`src/rtl/tamper_pkg.sv`:
```
package tamper_pkg;
  localparam int unsigned RATE_W = 3;
  localparam int unsigned FILT_W = 2;
  localparam int unsigned PRE_W  = 2;

  typedef enum logic [FILT_W-1:0] {
    FILT_OFF = 2'd0,
    FILT_2   = 2'd1,
    FILT_4   = 2'd2,
    FILT_8   = 2'd3
  } filt_e;
endpackage

```
`src/rtl/tamper_sync.sv`:
```
module tamper_sync #(
  parameter int unsigned STAGES = 2
) (
  input  logic clk,
  input  logic rst,
  input  logic d,
  output logic q
);
  logic [STAGES-1:0] sh;

  generate
    if (STAGES == 1) begin : g_single
      always_ff @(posedge clk) begin
        if (rst) sh <= '0;
        else     sh <= d;
      end
    end else begin : g_chain
      always_ff @(posedge clk) begin
        if (rst) sh <= '0;
        else     sh <= {sh[STAGES-2:0], d};
      end
    end
  endgenerate

  assign q = sh[STAGES-1];
endmodule

```
`src/rtl/tamper_presc.sv`:
```
module tamper_presc #(
  parameter int unsigned CNT_W = 15
) (
  input  logic       clk,
  input  logic       rst,
  input  logic       run,
  input  logic [2:0] rate,
  input  logic [1:0] prech,
  input  logic       pullup_en,
  output logic       samp_stb,
  output logic       pullup_q
);
  logic [CNT_W-1:0] cnt, nxt, term, len, thr;

  always_comb begin
    term     = {CNT_W{1'b1}} >> rate;
    len      = CNT_W'(1) << prech;
    thr      = term - len + CNT_W'(1);
    samp_stb = run && (cnt == term);
    if (!run)            nxt = '0;
    else if (cnt == term) nxt = '0;
    else                 nxt = cnt + CNT_W'(1);
  end

  always_ff @(posedge clk) begin
    if (rst) begin
      cnt      <= '0;
      pullup_q <= 1'b0;
    end else begin
      cnt      <= nxt;
      pullup_q <= run && pullup_en && (nxt >= thr);
    end
  end
endmodule

```
`src/rtl/tamper_detect.sv`:
```
module tamper_detect
  import tamper_pkg::*;
#(
  parameter int unsigned RUN_W = 4
) (
  input  logic  clk,
  input  logic  rst,
  input  logic  en,
  input  filt_e filt,
  input  logic  pol,
  input  logic  pin_s,
  input  logic  stb,
  output logic  evt
);
  logic             pin_d;
  logic [RUN_W-1:0] run, need;
  logic             active, edge_hit, lvl_hit;

  always_comb begin
    need     = RUN_W'(1) << filt;
    active   = (pin_s == pol);
    edge_hit = pol ? (pin_d & ~pin_s) : (pin_s & ~pin_d);
    lvl_hit  = stb && active && (run == need - RUN_W'(1));
    evt      = en && ((filt == FILT_OFF) ? edge_hit : lvl_hit);
  end

  always_ff @(posedge clk) begin
    if (rst) pin_d <= 1'b0;
    else     pin_d <= pin_s;
  end

  always_ff @(posedge clk) begin
    if (rst || !en || filt == FILT_OFF) begin
      run <= '0;
    end else if (stb) begin
      if (!active)          run <= '0;
      else if (run >= need) run <= need;
      else                  run <= run + RUN_W'(1);
    end
  end
endmodule

```
`src/rtl/tamper_filter.sv`:
```
module tamper_filter
  import tamper_pkg::*;
#(
  parameter int unsigned CNT_W       = 15,
  parameter int unsigned SYNC_STAGES = 2
) (
  input  logic       clk,
  input  logic       rst,
  input  logic       pin_in,
  input  logic       cfg_enable,
  input  logic       cfg_polarity,
  input  logic [2:0] cfg_rate,
  input  logic [1:0] cfg_filter,
  input  logic [1:0] cfg_prech,
  input  logic       cfg_pullup_en,
  input  logic       cfg_irq_en,
  input  logic       cfg_ts_en,
  input  logic       flag_clr,
  output logic       tamper_flag,
  output logic       tamper_irq,
  output logic       ts_capture,
  output logic       pullup_drv
);
  localparam int unsigned RUN_W = 4;

  filt_e filt;
  logic  pin_s, stb, evt, presc_run, flag_nxt;

  assign filt      = filt_e'(cfg_filter);
  assign presc_run = cfg_enable && (filt != FILT_OFF);

  tamper_sync #(.STAGES(SYNC_STAGES)) u_sync (
    .clk(clk), .rst(rst), .d(pin_in), .q(pin_s)
  );

  tamper_presc #(.CNT_W(CNT_W)) u_presc (
    .clk(clk), .rst(rst), .run(presc_run), .rate(cfg_rate),
    .prech(cfg_prech), .pullup_en(cfg_pullup_en),
    .samp_stb(stb), .pullup_q(pullup_drv)
  );

  tamper_detect #(.RUN_W(RUN_W)) u_det (
    .clk(clk), .rst(rst), .en(cfg_enable), .filt(filt),
    .pol(cfg_polarity), .pin_s(pin_s), .stb(stb), .evt(evt)
  );

  assign flag_nxt = evt | (tamper_flag & ~flag_clr);

  always_ff @(posedge clk) begin
    if (rst) begin
      tamper_flag <= 1'b0;
      tamper_irq  <= 1'b0;
      ts_capture  <= 1'b0;
    end else begin
      tamper_flag <= flag_nxt;
      tamper_irq  <= flag_nxt & cfg_irq_en;
      ts_capture  <= evt & cfg_ts_en;
    end
  end
endmodule

```
`config.mk`:
```
export PLATFORM = sky130hd
export DESIGN_NAME = tamper_filter
export DESIGN_NICKNAME = d
export VERILOG_FILES = /design/src/rtl/tamper_pkg.sv /design/src/rtl/tamper_sync.sv /design/src/rtl/tamper_presc.sv /design/src/rtl/tamper_detect.sv /design/src/rtl/tamper_filter.sv
export SDC_FILE = /design/constraint.sdc
export NUM_CORES = 1
export LEC_CHECK = 0
export ABC_AREA = 1
export BUFFER_PORTS_ARGS = -buffer_cell sky130_fd_sc_hd__buf_2
export CAP_MARGIN = 20
export CORE_UTILIZATION = 30
export DETAILED_ROUTE_END_ITERATION = 10
export SYNTH_ARGS = -nofsm -noshare
export SYNTH_HDL_FRONTEND = slang
export SYNTH_HIERARCHICAL = 1
export SYNTH_SLANG_ARGS = --single-unit
export TNS_END_PERCENT = 30
```
`constraint.sdc`:
```
create_clock -name clk -period 3.45 [get_ports clk]
set_input_delay 0.69 -clock clk [delete_from_list [all_inputs] [get_ports clk]]
set_output_delay 0.69 -clock clk [all_outputs]
set_load 0.05 [all_outputs]
```
Word-level counts from Yosys, hierarchy flattened
Index checks and enable logic that the tools add are counted.
Word-level totals
  bits in registers: 26
  input port bits: 16
  output and inout port bits: 4
  logic and storage cells: 48
Cells by class
  add/sub/neg operators: 5
  order comparisons: 2
  equality and inequality tests: 3
  shifts and indexed selects: 3
  muxes and demuxes: 6
  bitwise gates (word level): 9
  reductions and logical operators: 12
Operator list (count)
  15-bit by 1-bit adder with 15-bit output (second input constant): 2
  15-bit two-way mux: 2
  15-bit == test: 1
  15-bit greater-or-equal comparator: 1
  1-bit by 2-bit left shift with 15-bit output (first input constant): 1
  15-bit by 3-bit right shift with 15-bit output (first input constant): 1
  15-bit subtractor: 1
  4-bit two-way mux: 2
  1-bit logical AND: 7
  1-bit AND: 5
  4-bit by 1-bit adder with 4-bit output (second input constant): 1
  4-bit == test: 1
  4-bit greater-or-equal comparator: 1
  1-bit by 2-bit left shift with 4-bit output (first input constant): 1
  4-bit by 1-bit subtractor with 4-bit output (second input constant): 1
  1-bit inverter: 3
  2-bit logical NOT: 1
  1-bit logical OR: 2
  1-bit two-way mux: 2
  2-bit nonzero test: 1
  1-bit == test: 1
  1-bit logical NOT: 1
  1-bit bitwise OR: 1

Longest topological paths before layout
Gate-level depths: netlist of the first run.
  word-level depth: 9
  gate-level depth with buffers: 21
  gate-level depth less buffers: 19

Hierarchy
The synthesis of the first run kept the hierarchy.
Modules (own cells, without submodules)
  tamper_presc: times used 1, cells an instance 286, area each 1727.9 um^2, sequential area each 320.3 um^2
  tamper_detect: times used 1, cells an instance 68, area each 452.9 um^2, sequential area each 100.1 um^2
  tamper_filter: times used 1, cells an instance 13, area each 105.1 um^2, sequential area each 60.1 um^2
  tamper_sync: times used 1, cells an instance 6, area each 55.1 um^2, sequential area each 40.0 um^2

Worst setup path before layout of the first run
OpenSTA, ideal clock, no wires.
  path kind: input to register
  from: input port cfg_rate[2]
  to: register u_presc.pullup_q
  library setup time: 0.109 ns
  arrival time: 2.494 ns
  required time: 3.341 ns
  slack: 0.847 ns
  stages on the path: 19
  buffers on the path: 2
  cells stage by stage: clkbuf_2 nor2_1 nor2_1 nor2_1 nand2_1 nor2_1 nand2_2 buf_6 nand3_1 inv_1 ha_1 nand2_1 inv_1 nand2_1 nand2_1 a21oi_1 nand3_1 nand2_1 inv_1
Between the ends
  longest elaborated chain between the ends: 6
Ends and longest elaborated chain
  start, declared: line tamper_filter.sv:12  | input logic [2:0] cfg_rate,
  15-bit by 3-bit right shift with 15-bit output: line tamper_presc.sv:16  | term = {CNT_W{1'b1}} >> rate;
  15-bit == test: line tamper_presc.sv:21  | else if (cnt == term) nxt = '0;
  15-bit two-way mux: line tamper_presc.sv:21
  15-bit two-way mux: line tamper_presc.sv:20  | if (!run) nxt = '0;
  via u_presc.nxt[10]: line tamper_presc.sv:13  | logic [CNT_W-1:0] cnt, nxt, term, len, thr;
  15-bit greater-or-equal comparator: line tamper_presc.sv:31  | pullup_q <= run && pullup_en && (nxt >= thr);
  1-bit logical AND: line tamper_presc.sv:31
  end signal, assigned: line tamper_presc.sv:31
  end, declared: line tamper_presc.sv:11  | output logic pullup_q
The timed path passes the listed nets, and every way through them passes these cells.
A chain may end at the register's enable or synchronous reset.

Worst setup path in the final report of the first run
  from: input port cfg_rate[1]
  to: register u_presc.pullup_q
Between the ends
  longest elaborated chain between the ends: 6
Ends and longest elaborated chain (line)
  15-bit by 3-bit right shift with 15-bit output *: tamper_presc.sv:16
  branches (longest 3 deep; another with 15-bit subtractor)
  15-bit greater-or-equal comparator *: tamper_presc.sv:31
  1-bit logical AND *: tamper_presc.sv:31
Mark *: on every way between the ends.

==> impl_metrics.py, run 1 <==
metrics = {
    "routing": {
        "ant_nets": 0,
        "drc": 0,
        "wl_per_cell_um": 10.8,
        "vias": 2257,
        "avgViaCountPerCell": 4.60,
        "drt_wl_total_mm": 5.32,
        "drtIter0Drc": 121,
        "first_pass_iters": 4,
    },
    "die": {
        "fp.dieH_um": 90.3,
        "rows": 31,
        "die_x_um": 90.3,
        "ios": 20,
        "start_util_pct": 31.6,
        "die-area_um2": 8160,
        "core_um2": 7410,
    },
    "cells_and_area": {
        "area_growth_pct": 10.7,
        "n_antenna_cell": 0,
        "drive_above_1_share_pct": 9.95,
        "nNetsFinal": 435,
    },
    "setup_path": {
        "reg2reg_slack_ns": 0.82,
        "reg2reg_from": "u_presc/cnt[0]$_SDFF_PP0_",
        "crit_type": "primary input to register",
        "arrival_ns": 2.84,
        "r2r_end": "u_presc/pullup_q$_SDFF_PP0_",
        "ff2ff_path_depth": 17,
        "start_kind": "primary input",
        "cp_max_fo": 8,
        "cp.required_ns": 3.64,
        "endpoint_kind": "register",
    },
    "sta": {
        "max_slew_margin_pct": 55.0,
        "hold_violations": 0,
        "skew_ns": 0.00219,
        "hold_slack_ns": 0.407,
        "fin_crit_sh_pct": 76.9,
        "rsz0062_at_grt": "no",
        "finalSetupTns_ns": 0,
        "layout_min_cycle_time_ns": 2.65,
        "slew_violations": 0,
        "setup_violations": 0,
        "tightest_slew_ns": 0.669,
        "max_freq_ghz": 0.377,
    },
    "synthesis": {
        "synth_seq_area_share_pct": 22.2,
        "syn_area_per_cell_um2": 6.28,
        "synth_area_leaders": "dfxtp_1 (22%), nand2_1 (15%), ha_1 (14%)",
        "yosys.area.top_type": "dfxtp_1",
        "synth_top_cell_area_share_pct": 22.2,
        "syn_area_um2": 2340,
        "synth_nets": 415,
        "synthFlopType": "dfxtp_1",
        "synth_cells": 373,
        "yosys_warnings": 6,
        "synth-edff-count": 0,
        "synth_seq_cells": 26,
        "async_reset_ff_share_pct": 0,
        "synth_cell_type_count": 31,
    },
    "min_path": {
        "holdCritStartpoint": "u_sync/sh[0]$_SDFF_PP0_",
        "hp-class": "register to register",
        "min_path_cells": 2,
        "hold_end": "u_sync/sh[1]$_SDFF_PP0_",
    },
    "pwr": {
        "ir_worst_vdd_v": 0.000176,
        "p_leak_nw": 1.36,
        "finalPower_mw": 0.703,
        "power.density_nw_per_um2": 271,
    },
    "place": {
        "gp_congestion": 0.893,
        "port_buffers": 19,
        "post-dp-hpwl_mm": 4.39,
    },
    "global_route": {
        "grtUsageTotal_pct": 14.1,
        "grt_pass1_vias": 2182,
        "antenna_found_initial": 0,
        "overflow": 0,
        "grt_max_degree": 24,
        "grt_pass1_wl_mm": 9.51,
    },
    "clocking": {
        "clock-sinks": 26,
        "clk_latency_ns": 0.28,
        "cts_tree": "built",
        "clkTransAtPathRegs_ns": 0.09,
        "cts_buffers": 3,
        "post_cts_buffers": 0,
        "clock_path_buffers": 2,
        "cts_root_buf": "clkbuf_8",
        "htree_levels": 1,
        "hold_buffers": 0,
        "ctsResizeCount": 0,
    },
    "job": {
        "cap_violations": 0,
    },
    "run_status": {
        "outcome": "complete, no violations",
    },
}
placed cells by master, fill, tap and decap left out, drive strengths merged:
cell and instances:
dfxtp 26, nand3 39, o21a 2, inv 63
a21oi 16, o21ai 11, a31oi 2, bufinv 1
buf 20, nor3b 1, and3 1, clkbuf 3
xor2 7, nor2 47, or2 2, xnor2 6
ha 26, o211ai 1, nand4 7, nor3 11
nand2 100
cells in the mapped netlist (2+ instances only):
cell,count
a31oi_1,2
dfxtp_1,26
xnor2_1,6
nand4_1,7
nand3_2,3
ha_1,26
xor2_1,7
nor2_1,45
inv_1,60
nor3_1,11
inv_2,3
nand2_2,2
nor2_2,2
nand3_1,36
a21oi_1,14
o21ai_0,11
o21a_1,2
nand2_1,96
nand2_4,2
worst max path at each step:
stage | slack, ns | to | start | depth (start not counted)
floorplan | 0.85 | u_presc/pullup_q$_SDFF_PP0_ | cfg_rate[2] | 19
global placement | 0.48 | u_presc/pullup_q$_SDFF_PP0_ | cfg_rate[0] | 16
detailed placement | 0.51 | u_presc/pullup_q$_SDFF_PP0_ | cfg_rate[1] | 16
CTS | 0.79 | u_presc/pullup_q$_SDFF_PP0_ | u_presc/cnt[0]$_SDFF_PP0_ | 17
global route | 0.49 | u_presc/pullup_q$_SDFF_PP0_ | cfg_rate[0] | 16
finish | 0.80 | u_presc/pullup_q$_SDFF_PP0_ | cfg_rate[1] | 16
where the power goes:
part           switching [mW]  total (mW)  internal (mW)
registers             0.00140       0.304          0.303
logic                  0.0900       0.140         0.0504
clock network           0.103       0.258          0.156
total                   0.194       0.703          0.509
registers in the layout, summed over array words and instances (netlist names):
| register | cells |
|---|---|
| tamper_irq | 1 |
| tamper_flag | 1 |
| u_det/pin_d | 1 |
| u_presc/pullup_q | 1 |
| u_presc/cnt | 15 |
| u_sync/sh | 2 |
| u_det/run | 4 |
| ts_capture | 1 |
metal layers:
metal  part of all wire [%]  GRT usage, %  wire (µm)
met4                    2.6          4.84        136
met5                      0             0          0
met3                    3.1          1.94        165
met2                     45          24.6       2410
met1                     49          17.7       2610
stage by stage:
step	cell area (µm²)	utilization (%)	std cells	worst slack (ns)
global route	2590	35.0	491	0.490
CTS	2590	35.0	491	0.794
global placement	2520	34.0	487	0.483
floorplan	2340	-	373	0.847
finish	2590	35.0	491	0.797
detailed placement	2520	34.0	487	0.509
layout make-up:
| class | instances | area, µm² |
|---|---|---|
| clock buffer | 3 | 41.3 |
| multi-input combinational | 279 | 1540 |
| fill | 793 | 4820 |
| timing repair buffer | 20 | 103 |
| clock inverter | 1 | 30.0 |
| inverter | 63 | 236 |
| tap | 99 | 124 |
| sequential | 26 | 520 |
worst max-delay path, cell delays in order:
cell and delay (ns):
buf_2 0.15, o21ai_0 0.28, inv_1 0.08, ha_1 0.35, nand2_1 0.07, nor3_1 0.16
nand2_1 0.07, nand3_1 0.08, xor2_1 0.19, ha_1 0.27, nand2_1 0.08, nor2_1 0.04
a21oi_1 0.15, nand3_1 0.09, nand2_1 0.06, inv_1 0.03
cell families (layout without fill, tap and decap cells):
logic type                 after synthesis  in the layout  synth area share (%)
and+or+nand+nor                        208            208                  39.0
buffers and inverters                   68             87                  12.1
AOI/OAI and AO/OA                       32             32                  7.91
adders and majority gates               26             26                  13.9
DFF                                     26             26                  22.2
xor gates and xnor gates                13             13                  4.86
(Power assumes the default switching activity.)
==> run 2, diff against run 1 <==
- ABC_AREA: 1 -> 0
- clock period: 3.45 -> 2.7 ns (I/O delays scaled with it)
==> impl_metrics.py, run 2 <==
metrics = {
    "synthesis": {
        "synth_area_leaders": "dfxtp_1 (23%), ha_1 (15%), nand2_1 (7.1%)",
        "synth_compound_area_share_pct": 14.3,
        "synthXorXnorAreaFrac_pct": 9.03,
        "synth_cells": 282,
        "synth_cell_type_count": 46,
        "yosys_warnings": 6,
        "synth_nets": 324,
        "synthMuxAreaShare_pct": 1.35,
        "async_reset_ff_share_pct": 0,
        "synth_top_family_by_area": "simple AND/OR/NAND/NOR gates",
        "synth_top_cell_area_share_pct": 23.3,
        "yosys.area.top_type": "dfxtp_1",
        "synthFlopType": "dfxtp_1",
        "synth_seq_area_share_pct": 23.3,
        "syn_area_um2": 2230,
        "synth_fa_ha_area_share_pct": 14.6,
        "synth-edff-count": 0,
        "synthTopCellsByCount": "nand2_1 (42), nor2_1 (33), dfxtp_1 (26), ha_1 (26), inv_1 (15)",
        "yosys.area_share.simple_pct": 31.8,
        "synth_most_common_cell": "nand2_1",
        "syn_area_per_cell_um2": 7.91,
        "synth_seq_cells": 26,
    },
    "sta": {
        "rsz0062_at_grt": "no",
        "slew_violations": 0,
        "fin_crit_sh_pct": 95.5,
        "hold_violations": 0,
        "max_slew_margin_pct": 78.0,
        "hold_slack_ns": 0.450,
        "setup_violations": 0,
        "skew_ns": 0.00274,
        "layout_min_cycle_time_ns": 2.58,
        "tightest_slew_ns": 0.330,
        "finalSetupTns_ns": 0,
        "max_freq_ghz": 0.388,
    },
    "min_path": {
        "min_path_cells": 1,
        "hold_end": "u_presc/cnt[0]$_SDFF_PP0_",
        "holdCritStartpoint": "u_presc/cnt[0]$_SDFF_PP0_",
        "hp-class": "register to register",
    },
    "routing": {
        "drt_wl_total_mm": 4.83,
        "drc": 0,
        "ant_nets": 0,
        "vias": 1998,
        "drtIter0Drc": 112,
        "avgViaCountPerCell": 4.77,
        "first_pass_iters": 4,
        "wl_per_cell_um": 11.5,
    },
    "setup_path": {
        "endpoint_kind": "register",
        "cp.required_ns": 2.87,
        "crit_type": "primary input to register",
        "reg2reg_slack_ns": 0.20,
        "ff2ff_path_depth": 11,
        "reg2reg_from": "u_presc/cnt[12]$_SDFF_PP0_",
        "cp_max_fo": 10,
        "start_kind": "primary input",
        "r2r_end": "u_presc/pullup_q$_SDFF_PP0_",
        "arrival_ns": 2.75,
    },
    "clocking": {
        "clk_latency_ns": 0.27,
        "clock_path_buffers": 2,
        "htree_levels": 1,
        "clock-sinks": 26,
        "cts_tree": "built",
        "cts_buffers": 3,
        "clkTransAtPathRegs_ns": 0.09,
        "cts_root_buf": "clkbuf_8",
    },
    "die": {
        "core_um2": 7210,
        "start_util_pct": 30.9,
        "die_x_um": 88.2,
        "fp.dieH_um": 88.2,
        "die-area_um2": 7780,
        "ios": 20,
        "rows": 31,
    },
    "pwr": {
        "p_int_mw": 0.673,
        "p_clk_share_pct": 36.0,
        "combPwrFrac_pct": 20.7,
        "p_sw_mw": 0.223,
        "power.density_nw_per_um2": 331,
        "ir_worst_vdd_v": 0.000227,
        "p_seq_share_pct": 43.3,
        "finalPower_mw": 0.897,
        "swShare_pct": 24.9,
        "p_leak_nw": 1.21,
    },
    "place": {
        "place_inst": 414,
        "gp_congestion": 0.765,
        "port_buffers": 19,
        "post-dp-hpwl_mm": 3.86,
        "dpl_cell_area_um2": 2580,
    },
    "global_route": {
        "overflow": 0,
        "grt_pass1_wl_mm": 8.25,
        "antenna_found_initial": 0,
        "grt_max_degree": 19,
        "grtUsageTotal_pct": 13.0,
        "grt_pass1_vias": 1830,
    },
    "cells_and_area": {
        "final_common_cell": "nand2_1",
        "fill_cells": 776,
        "regMostFlops": "u_presc/cnt",
        "largest_reg_flops": 15,
        "area_growth_pct": 21.5,
        "final_cell_mix": "nand2_1 (42), nor2_1 (32), ha_1 (25), dfxtp_1 (24), buf_4 (22)",
        "final_area_um2": 2710,
        "layout_top_registers": "u_presc/cnt: 15 flops, u_det/run: 4 flops, u_sync/sh: 2 flops",
        "drive_above_1_share_pct": 24.1,
        "final_cell_count_no_fill": 419,
        "nNetsFinal": 363,
        "n_antenna_cell": 0,
    },
    "run_status": {
        "outcome": "complete, no violations",
    },
    "job": {
        "cap_violations": 0,
    },
}
run 2: changes by cell type after synthesis, sizes merged, moves of 4 or more:
cell    before  now
nor2b        0    8
and2         0    4
nand2b       0    9
a21oi       16   12
nand3       39    7
or3          0    4
nor2        47   33
xnor2        6   10
inv         63   15
nand2      100   42
xor2         7   13
nor3b        1    5
run 2: routing by layer:
metal / track usage [%] / up-vias / routed length (µm)
met2: 23.6 / 23 / 2410
met5: 0 / - / 0
li1: - / 1045 / -
met3: 0.840 / 4 / 62
met1: 17.0 / 926 / 2330
met4: 2.64 / 0 / 30
run 2: worst max path at each step:
stage	start	to	slack [ns]	depth (start not counted)
after floorplan	cfg_rate[1]	u_presc/pullup_q$_SDFF_PP0_	-0.05	12
after global placement	cfg_rate[2]	u_presc/pullup_q$_SDFF_PP0_	-0.15	12
after detailed placement	cfg_rate[2]	u_presc/pullup_q$_SDFF_PP0_	-0.22	12
after CTS	cfg_rate[2]	u_presc/pullup_q$_SDFF_PP0_	0.06	12
after global routing	cfg_rate[2]	u_presc/pullup_q$_SDFF_PP0_	0.004	12
final	cfg_rate[2]	u_presc/pullup_q$_SDFF_PP0_	0.12	12
run 2: power by group through the flow:
stage	registers, mW	clock network, mW	logic (mW)
finish	0.389	0.323	0.185
global route	0.389	0.347	0.209
CTS	0.389	0.334	0.186
detailed placement	0.397	0	0.185
global placement	0.397	0	0.181
floorplan	0.398	0	0.126
run 2: through the flow:
step | util (%) | setup WS [ns]
floorplan | - | -0.0493
global placement | 35.8 | -0.155
detailed placement | 35.8 | -0.217
CTS | 36.8 | 0.0613
global route | 37.5 | 0.00372
finish | 37.5 | 0.121
run 2: cell families after synthesis:
family / count (synthesis)
and+or+nand+nor: 138
muxes: 3
buffers and inverters: 23
AOI/OAI and AO/OA: 43
xor gates and xnor gates: 23
adders and majority gates: 26
DFF: 26
run 2: worst max-delay path: stages:
cell      delay (ns)
clkbuf_4        0.19
nand3b_1        0.12
o21ai_0         0.08
a31oi_1         0.28
a211oi_4        0.09
or3b_4          0.42
ha_4            0.21
nand2b_4        0.13
a211o_1         0.24
a21oi_1         0.16
o21ai_1         0.07
a32o_1          0.21
run 2: area by class of cell:
cell class	count	area (µm²)	share of cell area (%)
sequential	26	523	19.3
inverter	15	56.3	2.08
timing repair buffer	42	274	10.1
multi-input combinational	233	1660	61.3
clock buffer	3	41.3	1.52
clock inverter	1	30.0	1.11
tap	99	124	4.57
run 2: repair_timing:
action | 4_1_cts | 5_1_grt
resized for setup | 0 | 12
setup buffers | 0 | 1
setup endpoints to repair | 0 | 1
hold buffers | 0 | 0
==> run 3, diff against run 2 <==
- PLACE_DENSITY_LB_ADDON: not set -> 0.12
- SYNTH_HIERARCHICAL: 1 -> not set
==> impl_metrics.py, run 3 <==
metrics = {
    "global_route": {
        "antenna_found_initial": 0,
        "met3_usage_pct": 1.44,
        "overflow": 0,
        "met2_usage_pct": 21.9,
        "grtUsageTotal_pct": 13.9,
        "grt_pass1_wl_mm": 8.15,
        "grt_pass1_vias": 1756,
        "grtUsageMet1_pct": 20.0,
        "top_usage_layer": "met2",
        "grt_max_degree": 16,
    },
    "pwr": {
        "power.density_nw_per_um2": 331,
        "p_leak_nw": 1.18,
        "finalPower_mw": 0.927,
        "ir_worst_vdd_v": 0.000251,
    },
    "synthesis": {
        "synthXorXnorAreaFrac_pct": 9.57,
        "synthMuxAreaShare_pct": 1.60,
        "yosys_warnings": 0,
        "syn_area_um2": 2110,
        "synth-edff-count": 0,
        "synth_seq_cells": 26,
        "syn_area_per_cell_um2": 8.26,
        "async_reset_ff_share_pct": 0,
        "synth_most_common_cell": "nor2_1",
        "synth_nets": 298,
        "synth_cell_type_count": 53,
        "synth_top_family_by_area": "simple AND/OR/NAND/NOR gates",
        "synth_cells": 255,
        "synth_seq_area_share_pct": 24.7,
        "synthTopCellsByCount": "nor2_1 (39), ha_1 (27), dfxtp_1 (26)",
        "synth_top_cell_area_share_pct": 24.7,
        "yosys.area_share.simple_pct": 25.6,
        "synthFlopType": "dfxtp_1",
        "synth_compound_area_share_pct": 17.1,
        "synth_area_leaders": "dfxtp_1 (25%), ha_1 (16%), nor2_1 (7.0%)",
        "yosys.area.top_type": "dfxtp_1",
        "synth_fa_ha_area_share_pct": 16.0,
    },
    "place": {
        "post-dp-hpwl_mm": 3.99,
        "place_inst": 399,
        "dpl_cell_area_um2": 2550,
        "gp_congestion": 0.783,
        "port_buffers": 19,
    },
    "sta": {
        "setup_violations": 0,
        "fin_crit_sh_pct": 98.4,
        "max_slew_margin_pct": 74.6,
        "hold_violations": 0,
        "tightest_slew_ns": 0.381,
        "layout_min_cycle_time_ns": 2.66,
        "slew_violations": 0,
        "finalSetupTns_ns": 0,
        "max_freq_ghz": 0.377,
        "rsz0062_at_grt": "yes",
        "skew_ns": 0.00803,
    },
    "routing": {
        "vias": 1892,
        "wl_per_cell_um": 12.3,
        "ant_nets": 0,
        "drt_wl_total_mm": 5.01,
        "first_pass_iters": 4,
        "drc": 0,
        "avgViaCountPerCell": 4.66,
        "drtIter0Drc": 55,
    },
    "cells_and_area": {
        "fin_util_pct": 41.3,
        "drive_above_1_share_pct": 30.3,
        "final_cell_mix": "buf_4 (36), nor2_1 (35), dfxtp_1 (25), ha_1 (22), inv_1 (18)",
        "final_area_um2": 2800,
        "regMostFlops": "u_presc.cnt",
        "nNetsFinal": 354,
        "multi_input_area_um2": 1600,
        "fill_cells": 700,
        "final_common_cell": "buf_4",
        "seqCellArea_um2": 522,
        "largest_reg_flops": 15,
        "layout_top_registers": "u_presc.cnt: 15 flops, u_det.run: 4 flops, u_sync.sh: 2 flops",
        "n_antenna_cell": 0,
        "final_cell_count_no_fill": 406,
        "area_growth_pct": 33.1,
    },
    "setup_path": {
        "cpMostUsedCell": "a31oi_1",
        "crit_type": "primary input to register",
        "cp_slowest_cell": "or3_4",
        "cp_max_fo": 7,
        "arrival_ns": 2.81,
        "crit_chain": "buf_8, or3_4, xor2_2, nand3b_1, o21ai_4, buf_12, nor2_1, ha_1, a21oi_1, o21ai_0, a31oi_1, o21a_1, a31oi_1",
        "max_stage_delay_ns": 0.40,
        "cp.required_ns": 2.85,
        "endpoint_kind": "register",
        "start_kind": "primary input",
    },
    "clocking": {
        "cts_buffers": 3,
        "clock_path_buffers": 2,
        "cts_root_buf": "clkbuf_8",
        "htree_levels": 1,
        "clk_latency_ns": 0.27,
        "clkTransAtPathRegs_ns": 0.10,
        "clock-sinks": 26,
        "cts_tree": "built",
    },
    "die": {
        "die-area_um2": 7360,
        "fp.dieH_um": 85.8,
        "core_um2": 6790,
        "rows": 30,
        "start_util_pct": 31.0,
        "die_x_um": 85.8,
        "ios": 20,
    },
    "job": {
        "cap_violations": 0,
    },
    "min_path": {
        "hp-class": "register to register",
    },
    "run_status": {
        "outcome": "complete, no violations",
    },
}
[run 3: changes by cell type after synthesis, sizes merged, moves of 5 or more]
cell	change
and3	+5
nand2	-30
nor3b	-5
a21oi	-6
nor3	-6
nor2	+6
[run 3: routing by layer]
layer | vias to the layer above | part of all wire, % | wire length [µm]
li1 | 1009 | - | -
met1 | 864 | 53 | 2660
met2 | 15 | 44 | 2230
met3 | 4 | 1.7 | 87
met4 | 0 | 0.78 | 39
met5 | - | 0 | 0
[run 3: where the power goes]
group | internal [mW] | switching (mW)
clock | 0.198 | 0.127
sequential | 0.387 | 0.00188
combinational | 0.106 | 0.106
[run 3: critical path: cells and delay by family]
kind | cells | cell delay (ns)
AO/OA/AOI/OAI | 6 | 0.90
XOR/XNOR | 1 | 0.16
buffers and inverters | 2 | 0.28
adder cells (fa/ha/maj) | 1 | 0.32
AND/OR/NAND/NOR | 3 | 0.63
[run 3: path summary, 6_finish.rpt]
kind                                            startpoint                           to  slack, ns  depth (start not counted)
worst max-delay path                           cfg_rate[2]  u_presc.pullup_q$_SDFF_PP0_       0.04                         13
worst min-delay path               u_sync.sh[0]$_SDFF_PP0_      u_sync.sh[1]$_SDFF_PP0_       0.45                          1
worst min register to register     u_sync.sh[0]$_SDFF_PP0_      u_sync.sh[1]$_SDFF_PP0_       0.45                          1
worst max register to register  u_presc.cnt[13]$_SDFF_PP0_  u_presc.pullup_q$_SDFF_PP0_       0.11                         12
[run 3: kinds of logic (layout without fill, tap and decap cells)]
group / count (synthesis) / count (layout)
adders and majority gates: 27 / 27
buffers and inverters: 23 / 78
muxes: 3 / 3
AOI/OAI and AO/OA: 49 / 49
xor gates and xnor gates: 23 / 23
DFF: 26 / 26
and+or+nand+nor: 104 / 104
[run 3: final cells by class]
cell class,instances,share of cell area [%]
multi-input combinational,206,57.1
sequential,26,18.6
timing repair buffer,56,15.0
tap,96,4.29
inverter,18,2.41
clock buffer,3,1.47
clock inverter,1,1.07
[run 3: metrics by stage]
stage                     setup WS (ns)  hold WS, ns
after floorplan                 -0.0821        0.414
after global placement           -0.212        0.416
after detailed placement         -0.220        0.430
after CTS                        0.0584        0.455
after global routing            -0.0638        0.458
final                            0.0441        0.446
[run 3: repair_timing]
action | CTS | global route
setup buffers | 0 | 2
hold buffers | 0 | 0
resized for setup | 0 | 29
setup endpoints to repair | 0 | 1
